--- config.mk ---
export PLATFORM = sky130hd
export DESIGN_NAME = smb_bpc_engine
export DESIGN_NICKNAME = d
export VERILOG_FILES = /design/src/rtl/smb_bpc_engine.sv
export SDC_FILE = /design/constraint.sdc
export NUM_CORES = 1
export LEC_CHECK = 0
export ABC_AREA = 1
export BUFFER_PORTS_ARGS = -buffer_cell sky130_fd_sc_hd__buf_2
export CAP_MARGIN = 5
export CORE_AREA = 3 3 222 224
export CTS_CLUSTER_DIAMETER = 80
export DETAILED_ROUTE_END_ITERATION = 10
export DIE_AREA = 0 0 225 227
export GPL_ROUTABILITY_DRIVEN = 0
export PLACE_DENSITY = 0.72
export SYNTH_ARGS = -nofsm -noshare
export SYNTH_HDL_FRONTEND = slang
export SYNTH_SLANG_ARGS = --single-unit
--- constraint.sdc ---
create_clock -name clk -period 4.29 [get_ports clk]
set_input_delay 0.858 -clock clk [delete_from_list [all_inputs] [get_ports clk]]
set_output_delay 0.858 -clock clk [all_outputs]
set_load 0.005 [all_outputs]
--- src/rtl/smb_bpc_engine.sv ---
module smb_bpc_engine #(
  parameter int MAX_M       = 32,
  parameter int MAX_N       = 32,
  parameter int TIMEOUT_CYC = 2500000
)(
  input  logic               clk,
  input  logic               rst_n,
  input  logic [2:0]         addr_sel,
  input  logic               ipec_en,
  input  logic               scl_low,
  input  logic               ev_start,
  input  logic               ev_stop,
  input  logic               ev_byte,
  input  logic [7:0]         rx_byte,
  input  logic               ev_txreq,
  output logic               ack_valid,
  output logic               ack,
  output logic               tx_valid,
  output logic [7:0]         tx_byte,
  output logic               cmd_go,
  output logic [7:0]         cmd_code,
  output logic [7:0]         cmd_len,
  output logic [MAX_M*8-1:0] cmd_data,
  input  logic [7:0]         rsp_len,
  input  logic [MAX_N*8-1:0] rsp_data
);
  localparam int TW = $clog2(TIMEOUT_CYC + 1);

  typedef enum logic [3:0] {
    S_IDLE, S_WADDR, S_CMD, S_WCNT, S_WDATA, S_IPEC, S_WAIT_SR,
    S_RADDR, S_RCNT, S_RDATA, S_RPEC, S_END
  } st_t;

  st_t        st;
  logic [7:0] crc, idx, nlen, rsp_byte, n_clamp;
  logic [7:0] slot [MAX_M];
  logic [TW-1:0] lo_cnt;
  logic       tmo, abort, take;
  logic [7:0] waddr, raddr;

  function automatic logic [7:0] crc8(input logic [7:0] c, input logic [7:0] d);
    logic [7:0] r;
    r = c ^ d;
    for (int i = 0; i < 8; i++) r = r[7] ? ({r[6:0], 1'b0} ^ 8'h07) : {r[6:0], 1'b0};
    return r;
  endfunction

  assign waddr   = {4'b0111, ~addr_sel[2], addr_sel[1:0], 1'b0};
  assign raddr   = waddr | 8'h01;
  assign tmo     = scl_low && (lo_cnt == TW'(TIMEOUT_CYC - 1));
  assign abort   = tmo | ev_stop | ev_start;
  assign take    = ev_byte & ~abort;
  assign n_clamp = (rsp_len > 8'(MAX_N)) ? 8'(MAX_N) : rsp_len;

  always_comb begin
    rsp_byte = 8'h00;
    for (int k = 0; k < MAX_N; k++)
      if (idx == 8'(k)) rsp_byte = rsp_data[k*8 +: 8];
  end

  always_ff @(posedge clk or negedge rst_n)
    if (!rst_n) lo_cnt <= '0;
    else if (!scl_low) lo_cnt <= '0;
    else if (lo_cnt != TW'(TIMEOUT_CYC)) lo_cnt <= lo_cnt + 1'b1;

  always_ff @(posedge clk or negedge rst_n)
    if (!rst_n) begin
      for (int k = 0; k < MAX_M; k++) slot[k] <= 8'h00;
    end else if (take && st == S_WDATA) begin
      for (int k = 0; k < MAX_M; k++)
        if (idx == 8'(k)) slot[k] <= rx_byte;
    end

  for (genvar k = 0; k < MAX_M; k++) begin : g_out
    assign cmd_data[k*8 +: 8] = slot[k];
  end

  always_ff @(posedge clk or negedge rst_n)
    if (!rst_n) begin
      st        <= S_IDLE;
      crc       <= 8'h00;
      idx       <= 8'h00;
      nlen      <= 8'h00;
      ack_valid <= 1'b0;
      ack       <= 1'b0;
      tx_valid  <= 1'b0;
      tx_byte   <= 8'h00;
      cmd_go    <= 1'b0;
      cmd_code  <= 8'h00;
      cmd_len   <= 8'h00;
    end else begin
      ack_valid <= ev_byte;
      ack       <= 1'b0;
      tx_valid  <= ev_txreq;
      tx_byte   <= 8'hFF;
      cmd_go    <= 1'b0;
      if (tmo || ev_stop) begin
        st <= S_IDLE;
      end else if (ev_start) begin
        if (st == S_IDLE)         st <= S_WADDR;
        else if (st == S_WAIT_SR) st <= S_RADDR;
        else                      st <= S_IDLE;
      end else if (ev_byte) begin
        case (st)
          S_WADDR:
            if (rx_byte == waddr) begin
              ack <= 1'b1; crc <= crc8(8'h00, rx_byte); st <= S_CMD;
            end else st <= S_IDLE;
          S_CMD: begin
            ack <= 1'b1; cmd_code <= rx_byte; crc <= crc8(crc, rx_byte); st <= S_WCNT;
          end
          S_WCNT:
            if (rx_byte != 8'h00 && rx_byte <= 8'(MAX_M)) begin
              ack <= 1'b1; cmd_len <= rx_byte; crc <= crc8(crc, rx_byte);
              idx <= 8'h00; st <= S_WDATA;
            end else st <= S_IDLE;
          S_WDATA: begin
            ack <= 1'b1; crc <= crc8(crc, rx_byte); idx <= idx + 8'd1;
            if (idx == cmd_len - 8'd1) begin
              if (ipec_en) st <= S_IPEC;
              else begin st <= S_WAIT_SR; cmd_go <= 1'b1; end
            end
          end
          S_IPEC:
            if (rx_byte == crc) begin
              ack <= 1'b1; cmd_go <= 1'b1; st <= S_WAIT_SR;
            end else st <= S_IDLE;
          S_RADDR:
            if (rx_byte == raddr) begin
              ack <= 1'b1; crc <= crc8(crc, rx_byte); st <= S_RCNT;
            end else st <= S_IDLE;
          default: st <= S_IDLE;
        endcase
      end else if (ev_txreq) begin
        case (st)
          S_RCNT: begin
            tx_byte <= n_clamp; crc <= crc8(crc, n_clamp); nlen <= n_clamp; idx <= 8'h00;
            st <= (n_clamp == 8'h00) ? S_RPEC : S_RDATA;
          end
          S_RDATA: begin
            tx_byte <= rsp_byte; crc <= crc8(crc, rsp_byte); idx <= idx + 8'd1;
            if (idx == nlen - 8'd1) st <= S_RPEC;
          end
          S_RPEC: begin
            tx_byte <= crc; st <= S_END;
          end
          default: ;
        endcase
      end
    end

  p_addr_nack_r1: assert property (@(posedge clk) disable iff (!rst_n)
    (st == S_WADDR && take && rx_byte != waddr) |=> (ack_valid && !ack && st == S_IDLE));
  p_bad_count_r2: assert property (@(posedge clk) disable iff (!rst_n)
    (st == S_WCNT && take && (rx_byte == 8'h00 || rx_byte > 8'(MAX_M))) |=> (!ack && st == S_IDLE));
  p_ipec_bad_r3: assert property (@(posedge clk) disable iff (!rst_n)
    (st == S_IPEC && take && rx_byte != crc) |=> (!cmd_go && !ack && st == S_IDLE));
  p_go_with_ack_r4: assert property (@(posedge clk) disable iff (!rst_n)
    cmd_go |-> (ack_valid && ack && st == S_WAIT_SR));
  p_rdata_bound_r5: assert property (@(posedge clk) disable iff (!rst_n)
    (st == S_RDATA) |-> (idx < nlen));
  p_tx_idle_r7: assert property (@(posedge clk) disable iff (!rst_n)
    (ev_txreq && !abort && !ev_byte && !(st inside {S_RCNT, S_RDATA, S_RPEC})) |=> (tx_byte == 8'hFF && $stable(st)));
  p_stop_idle_r8: assert property (@(posedge clk) disable iff (!rst_n)
    ev_stop |=> (st == S_IDLE));
  p_timeout_idle_r9: assert property (@(posedge clk) disable iff (!rst_n)
    tmo |=> (st == S_IDLE));
  p_abort_nack_r10: assert property (@(posedge clk) disable iff (!rst_n)
    (ev_byte && abort) |=> (ack_valid && !ack));
endmodule

==> impl_metrics.json, run 1 <==
{
  "status": "complete, no violations",
  "clockBufferDepth": 3,
  "syn_nets": 2753,
  "die_y_um": 227,
  "nNetsFinal": 3364,
  "grt_pass1_wl_mm": 106,
  "finalHoldViolations": 0,
  "critPathLaunchType": "flip-flop",
  "io_buffers": 566,
  "async_reset_ff_frac": 1.00,
  "max_cap_viol_count": 0,
  "crit_family": "simple AND/OR/NAND/NOR gates",
  "syn_area_um2": 18300,
  "p_leak_nw": 12.8,
  "power.net_switching_w": 0.00481,
  "period_minus_slack_ps": 4090,
  "setup_violations": 0,
  "place_hpwl_mm": 54.5,
  "synth_top_flop_cell": "dfrtp_1",
  "drcViolationCount": 0,
  "clkSinkCount": 334,
  "max_freq_ghz": 0.245,
  "critical_path.max_stage_delay_ps": 440,
  "htree_levels": 2,
  "grt.total_usage": 0.271,
  "required_ps": 4750,
  "slew_viol_final": 0,
  "area_growth_syn_to_layout_pct": 31.6,
  "fin_crit_sh": 0.953,
  "grt_max_degree": 112,
  "regToRegStartpoint": "idx[6]$_DFFE_PN0P_",
  "p_per_area_nw_per_um2": 508,
  "netlist_instances": 2452,
  "antenna_found_initial": 25,
  "rsz0062_at_grt": "true",
  "layout-drive-gt1-share": 0.295,
  "wl_mm": 73.3,
  "synthTopCellsByArea": "dfrtp_1, nand2_1, a21oi_1",
  "slowest_stage": "dfrtp_2",
  "cts_root_buf": "clkbuf_16",
  "gr-total-overflow": 0,
  "switching_share": 0.394,
  "ys_top_cells_by_count": "nand2_1, dfrtp_1, nor2_1, a21oi_1, inv_1",
  "yosys.cell_count.top_type": "nand2_1",
  "vias": 19300,
  "syn_area_per_cell_um2": 7.44,
  "cp.arrival_ps": 4550,
  "ant_nets": 0,
  "vias_per_cell": 5.19,
  "dr.pass1.iters": 7,
  "setup_tns_ps": 0,
  "synth_seq_cells": 334,
  "rows": 80,
  "yosysTopAreaCell": "dfrtp_1",
  "io-pin-count": 567,
  "critPathKind": "flip-flop to flip-flop",
  "synth_warnings": 0,
  "cts_tree": "built",
  "core_area_um2": 47500,
  "cp_max_fo": 8,
  "crit_buf_inv": 1,
  "ys_seq_area_frac": 0.458,
  "tightest_slew_ps": 1120,
  "critPathMostFrequentCell": "nand2_1",
  "setup_ws_ps": 201,
  "combPwrFrac": 0.427,
  "synth.distinct_cells": 55,
  "yosys.area.top_type_share": 0.458,
  "dieArea_um2": 51100,
  "grt_pass1_vias": 17900,
  "cts.clk_slew.worst_paths_ps": 60,
  "pre_cts_ws_ps": 162,
  "seqPwrFrac": 0.288,
  "worstSetupEndpointType": "flip-flop",
  "clk-insertion-delay-late_ps": 560,
  "cp-startpoint": "idx[6]$_DFFE_PN0P_",
  "start_util": 0.384,
  "irDropWorstVdd_mv": 0.308,
  "relSlewSlack": 0.254,
  "p_int_w": 0.00739,
  "drt_iter0_drc": 1410,
  "wl_per_cell_um": 19.7,
  "synth_edf_count": 0,
  "hold_class": "input pin to asynchronous set/reset pin",
  "cts_buffers": 38,
  "final.setup_skew_ps": 28.1,
  "dieWidth_um": 225,
  "power_frac_clock": 0.284
}
-- power groups by stage --
| stage | Clock, W | Sequential (W) | Combinational (W) |
|---|---|---|---|
| finish | 0.00347 | 0.00352 | 0.00522 |
| floorplan | 0 | 0.00346 | 0.00332 |
| CTS | 0.00354 | 0.00350 | 0.00448 |
| global route | 0.00368 | 0.00353 | 0.00580 |
| global placement | 0 | 0.00355 | 0.00440 |
| detailed placement | 0 | 0.00355 | 0.00447 |
-- through the flow --
stage          cells  hold slack, ps  utilization  total power [W]  area, µm²
2_1_floorplan   2452             456            -          0.00678      18300
3_3_place_gp    3593             461        0.462          0.00794      21900
3_5_place_dp    3593             468        0.462          0.00802      21900
4_1_cts         3661             405        0.490           0.0115      23300
5_1_grt         3719             435        0.505           0.0130      24000
6_report        3722             387        0.505           0.0122      24000
-- final cells by class --
cell class | instances | area [µm²]
Inverter | 240 | 923
Multi-Input combinational cell | 1770 | 8770
Sequential cell | 334 | 8360
Antenna cell | 16 | 40.0
Timing Repair Buffer | 679 | 3810
Tap cell | 615 | 769
Clock inverter | 16 | 241
Fill cell | 4655 | 23500
Clock buffer | 52 | 1090
-- worst register-to-register path, delay by kind of cell, from the launching register on --
| kind | cells | cell delay, ps |
|---|---|---|
| buffers and inverters | 1 | 170 |
| AND/OR/NAND/NOR | 42 | 3090 |
| flip-flops | 1 | 440 |
| AO/OA/AOI/OAI | 3 | 290 |
-- repair_timing --
item / in CTS / in global routing
endpoints found under the hold margin: 0 / 0
hold buffers: 0 / 0
setup endpoints to repair: 0 / 8
setup buffers: 0 / 42
gates resized for setup: 0 / 99
-- metal layers --
layer,GRT usage,vias up,wire length (µm),part of all wire
li1,-,9093,-,-
met1,0.340,8993,28900,0.39
met2,0.448,996,34400,0.47
met3,0.0628,229,6350,0.087
met4,0.126,10,3690,0.050
met5,0,-,61,0.00083
-- path summary, 6_finish.rpt --
| check | depth (start not counted) | slack (ps) | to |
|---|---|---|---|
| worst max-delay path | 46 | 200 | crc[4]$_DFFE_PN0P_ |
| max in group asynchronous | 2 | 3010 | cmd_data[113]$_DFFE_PN0P_ |
| worst min register to register | 2 | 480 | cmd_data[82]$_DFFE_PN0P_ |
| worst max register to register | 46 | 200 | crc[4]$_DFFE_PN0P_ |
| min in group clk | 2 | 480 | cmd_data[82]$_DFFE_PN0P_ |
| worst min-delay path | 1 | 390 | cmd_data[143]$_DFFE_PN0P_ |
-- state kept, by name (all words and copies together), names as in the netlist --
signal / cells
cmd_code: 8
crc: 8
cmd_go: 1
tx_byte: 8
cmd_data: 256
cmd_len: 8
idx: 8
lo_cnt: 22
nlen: 8
st: 4
ack_valid: 1
ack: 1
tx_valid: 1
-- logic make-up after synthesis --
kind of cell             Yosys count  synth area share
adder cells (fa/ha/maj)           18            0.0123
XOR/XNOR                          65            0.0312
buffers and inverters            350            0.0775
AO/OA/AOI/OAI                    505             0.145
flip-flops                       334             0.458
AND/OR/NAND/NOR                 1180             0.276
-- cells in the final DEF, fill, tap and decap left out, types with 62 or more instances in the layout --
| cell type | synthesis | layout |
|---|---|---|
| inv_1 | 223 | 215 |
| buf_2 | 13 | 565 |
| nor2_1 | 288 | 287 |
| nand3_1 | 103 | 93 |
| dfrtp_1 | 334 | 330 |
| a21oi_1 | 251 | 250 |
| nand2_2 | 30 | 62 |
| o21ai_0 | 206 | 206 |
| nand2_1 | 651 | 612 |
| buf_4 | 6 | 98 |
No activity file was read; power rests on OpenSTA's default activity.
==> inputs of run 2 (changes only) <==
--- a/config.mk
+++ b/config.mk
@@ -7,13 +7,13 @@
 export LEC_CHECK = 0
 export ABC_AREA = 1
 export BUFFER_PORTS_ARGS = -buffer_cell sky130_fd_sc_hd__buf_2
-export CAP_MARGIN = 5
-export CORE_AREA = 3 3 222 224
+export CORE_AREA = 3 3 218 220
+export CTS_BUF_LIST = sky130_fd_sc_hd__clkbuf_4
 export CTS_CLUSTER_DIAMETER = 80
 export DETAILED_ROUTE_END_ITERATION = 10
-export DIE_AREA = 0 0 225 227
+export DIE_AREA = 0 0 221 223
 export GPL_ROUTABILITY_DRIVEN = 0
-export PLACE_DENSITY = 0.72
+export PLACE_DENSITY = 0.73
 export SYNTH_ARGS = -nofsm -noshare
 export SYNTH_HDL_FRONTEND = slang
 export SYNTH_SLANG_ARGS = --single-unit
==> run 2 against run 1 <==
  * Fmax grew 2.0%
  * Highest routed layer unchanged
  * Global-route usage grew 0.78 points
  * Wire length shrank 2.1%
  * Count of clock-buffer cells in the layout grew 78
  * Non-clock buffer count shrank 21
  * Total power shrank 7.1%
  * Cell count grew 1.6%
  * Largest power group unchanged
  * Setup slack gained 79 ps
  * Clock skew grew 33 ps
  * Register-to-register slack gained 80 ps
  * First-iteration DRC count grew 7.2%
  * Die area shrank 3.5%
==> impl_metrics.json, run 2 (synthesis results as in run 1) <==
{
  "worst_hold_slack_ps": 286,
  "critical_path.max_stage_delay_ps": 420,
  "dieArea_um2": 49300,
  "finalHoldViolations": 0,
  "final_cell_mix": "nand2_1, buf_2, dfrtp_1",
  "largest_reg_flops": 256,
  "grt_pass1_wl_mm": 107,
  "htree_levels": 3,
  "cts_tree": "built",
  "cts.clk_slew.worst_paths_ps": 70,
  "setup_violations": 0,
  "final_common_cell": "nand2_1",
  "cts_buffers": 92,
  "critPathKind": "flip-flop to flip-flop",
  "worstSetupEndpointType": "flip-flop",
  "rsz0062_at_grt": "true",
  "cts_root_buf": "clkbuf_4",
  "final.setup_skew_ps": 61.3,
  "max_freq_ghz": 0.249,
  "io_buffers": 566,
  "setup_ws_ps": 280,
  "layout-drive-gt1-share": 0.298,
  "io-pin-count": 567,
  "clk-insertion-delay-late_ps": 810,
  "required_ps": 4990,
  "gr-total-overflow": 0,
  "irDropWorstVdd_mv": 0.276,
  "p_per_area_nw_per_um2": 483,
  "relSlewSlack": 0.357,
  "max_cap_viol_count": 0,
  "wl_mm": 71.8,
  "period_minus_slack_ps": 4010,
  "final_util": 0.516,
  "grt_max_degree": 137,
  "start_util": 0.401,
  "slowest_stage": "dfrtp_1",
  "dr.pass1.iters": 6,
  "dieWidth_um": 221,
  "drt_iter0_drc": 1511,
  "wl_per_cell_um": 19.0,
  "grt_pass1_vias": 18500,
  "rows": 78,
  "design_area_um2": 23500,
  "tightest_slew_ps": 950,
  "critPathMostFrequentCell": "nand2_1",
  "p_total_w": 0.0113,
  "nNetsFinal": 3396,
  "status": "complete, no violations",
  "clockBufferDepth": 3,
  "vias_per_cell": 5.16,
  "ant_nets": 0,
  "hold_class": "input pin to flip-flop",
  "place_hpwl_mm": 52.9,
  "core_area_um2": 45500,
  "cp.arrival_ps": 4710,
  "reg2reg_slack_ps": 280,
  "fin_crit_sh": 0.935,
  "slew_viol_final": 0,
  "grt.total_usage": 0.279,
  "area_growth_syn_to_layout_pct": 28.6,
  "antenna_found_initial": 18,
  "vias": 19500,
  "drcViolationCount": 0,
  "p_leak_nw": 12.7,
  "clkSinkCount": 334,
  "critPathLaunchType": "flip-flop",
  "die_y_um": 223,
  "post_dp_cell_area_um2": 21800,
  "cp_max_fo": 10,
  "pre_cts_ws_ps": 84.2
}
-- run 2: per-layer routing --
metal	share of wire	wire length (µm)	GRT usage
met1	0.40	28600	0.348
met2	0.46	32900	0.452
met3	0.090	6470	0.0766
met4	0.053	3820	0.130
met5	0.00018	13	0
-- run 2: per-stage QoR --
| stage | instances | setup TNS, ps |
|---|---|---|
| after floorplan | 2452 | 0 |
| after global placement | 3566 | 0 |
| after detailed placement | 3566 | 0 |
| after CTS | 3728 | 0 |
| after global routing | 3774 | -586 |
| final | 3780 | 0 |
-- run 2: critical path, delay by kind of cell, from the launching register on --
family,cells,cell delay (ps)
and+or+nand+nor,41,3040
buffers and inverters,3,450
DFF,1,420
AOI/OAI and AO/OA,1,40
-- run 2: where the power goes --
group          switching [W]  internal, W  total (W)
combinational        0.00315      0.00188    0.00503
clock                0.00138      0.00140    0.00278
sequential          0.000206      0.00331    0.00351
total                0.00474      0.00659     0.0113
-- run 2: worst paths after layout --
kind	from	endpoint	cells past startpoint
setup / recovery	idx[6]$_DFFE_PN0P_	crc[2]$_DFFE_PN0P_	45
min in group asynchronous	rst_n	cmd_data[210]$_DFFE_PN0P_	2
setup reg to reg	idx[6]$_DFFE_PN0P_	crc[2]$_DFFE_PN0P_	45
max in group asynchronous	rst_n	idx[0]$_DFFE_PN0P_	3
hold / removal	ev_txreq	tx_valid$_DFF_PN0_	1
hold reg to reg	cmd_code[0]$_DFFE_PN0P_	cmd_code[0]$_DFFE_PN0P_	2
-- run 2: layout make-up --
class,count,area [µm²]
antenna,18,45.0
clock buffer,130,976
clock inverter,31,140
fill,4435,22000
inverter,240,912
multi-input combinational,1769,8660
sequential,334,8360
tap,600,751
timing repair buffer,658,3620
-- run 2: timing repair --
action | in CTS | in global routing
endpoints found under the hold margin | 19 | 0
gates resized for setup | 0 | 69
hold buffers | 1 | 0
setup buffers | 0 | 32
endpoints found under the setup margin | 0 | 8
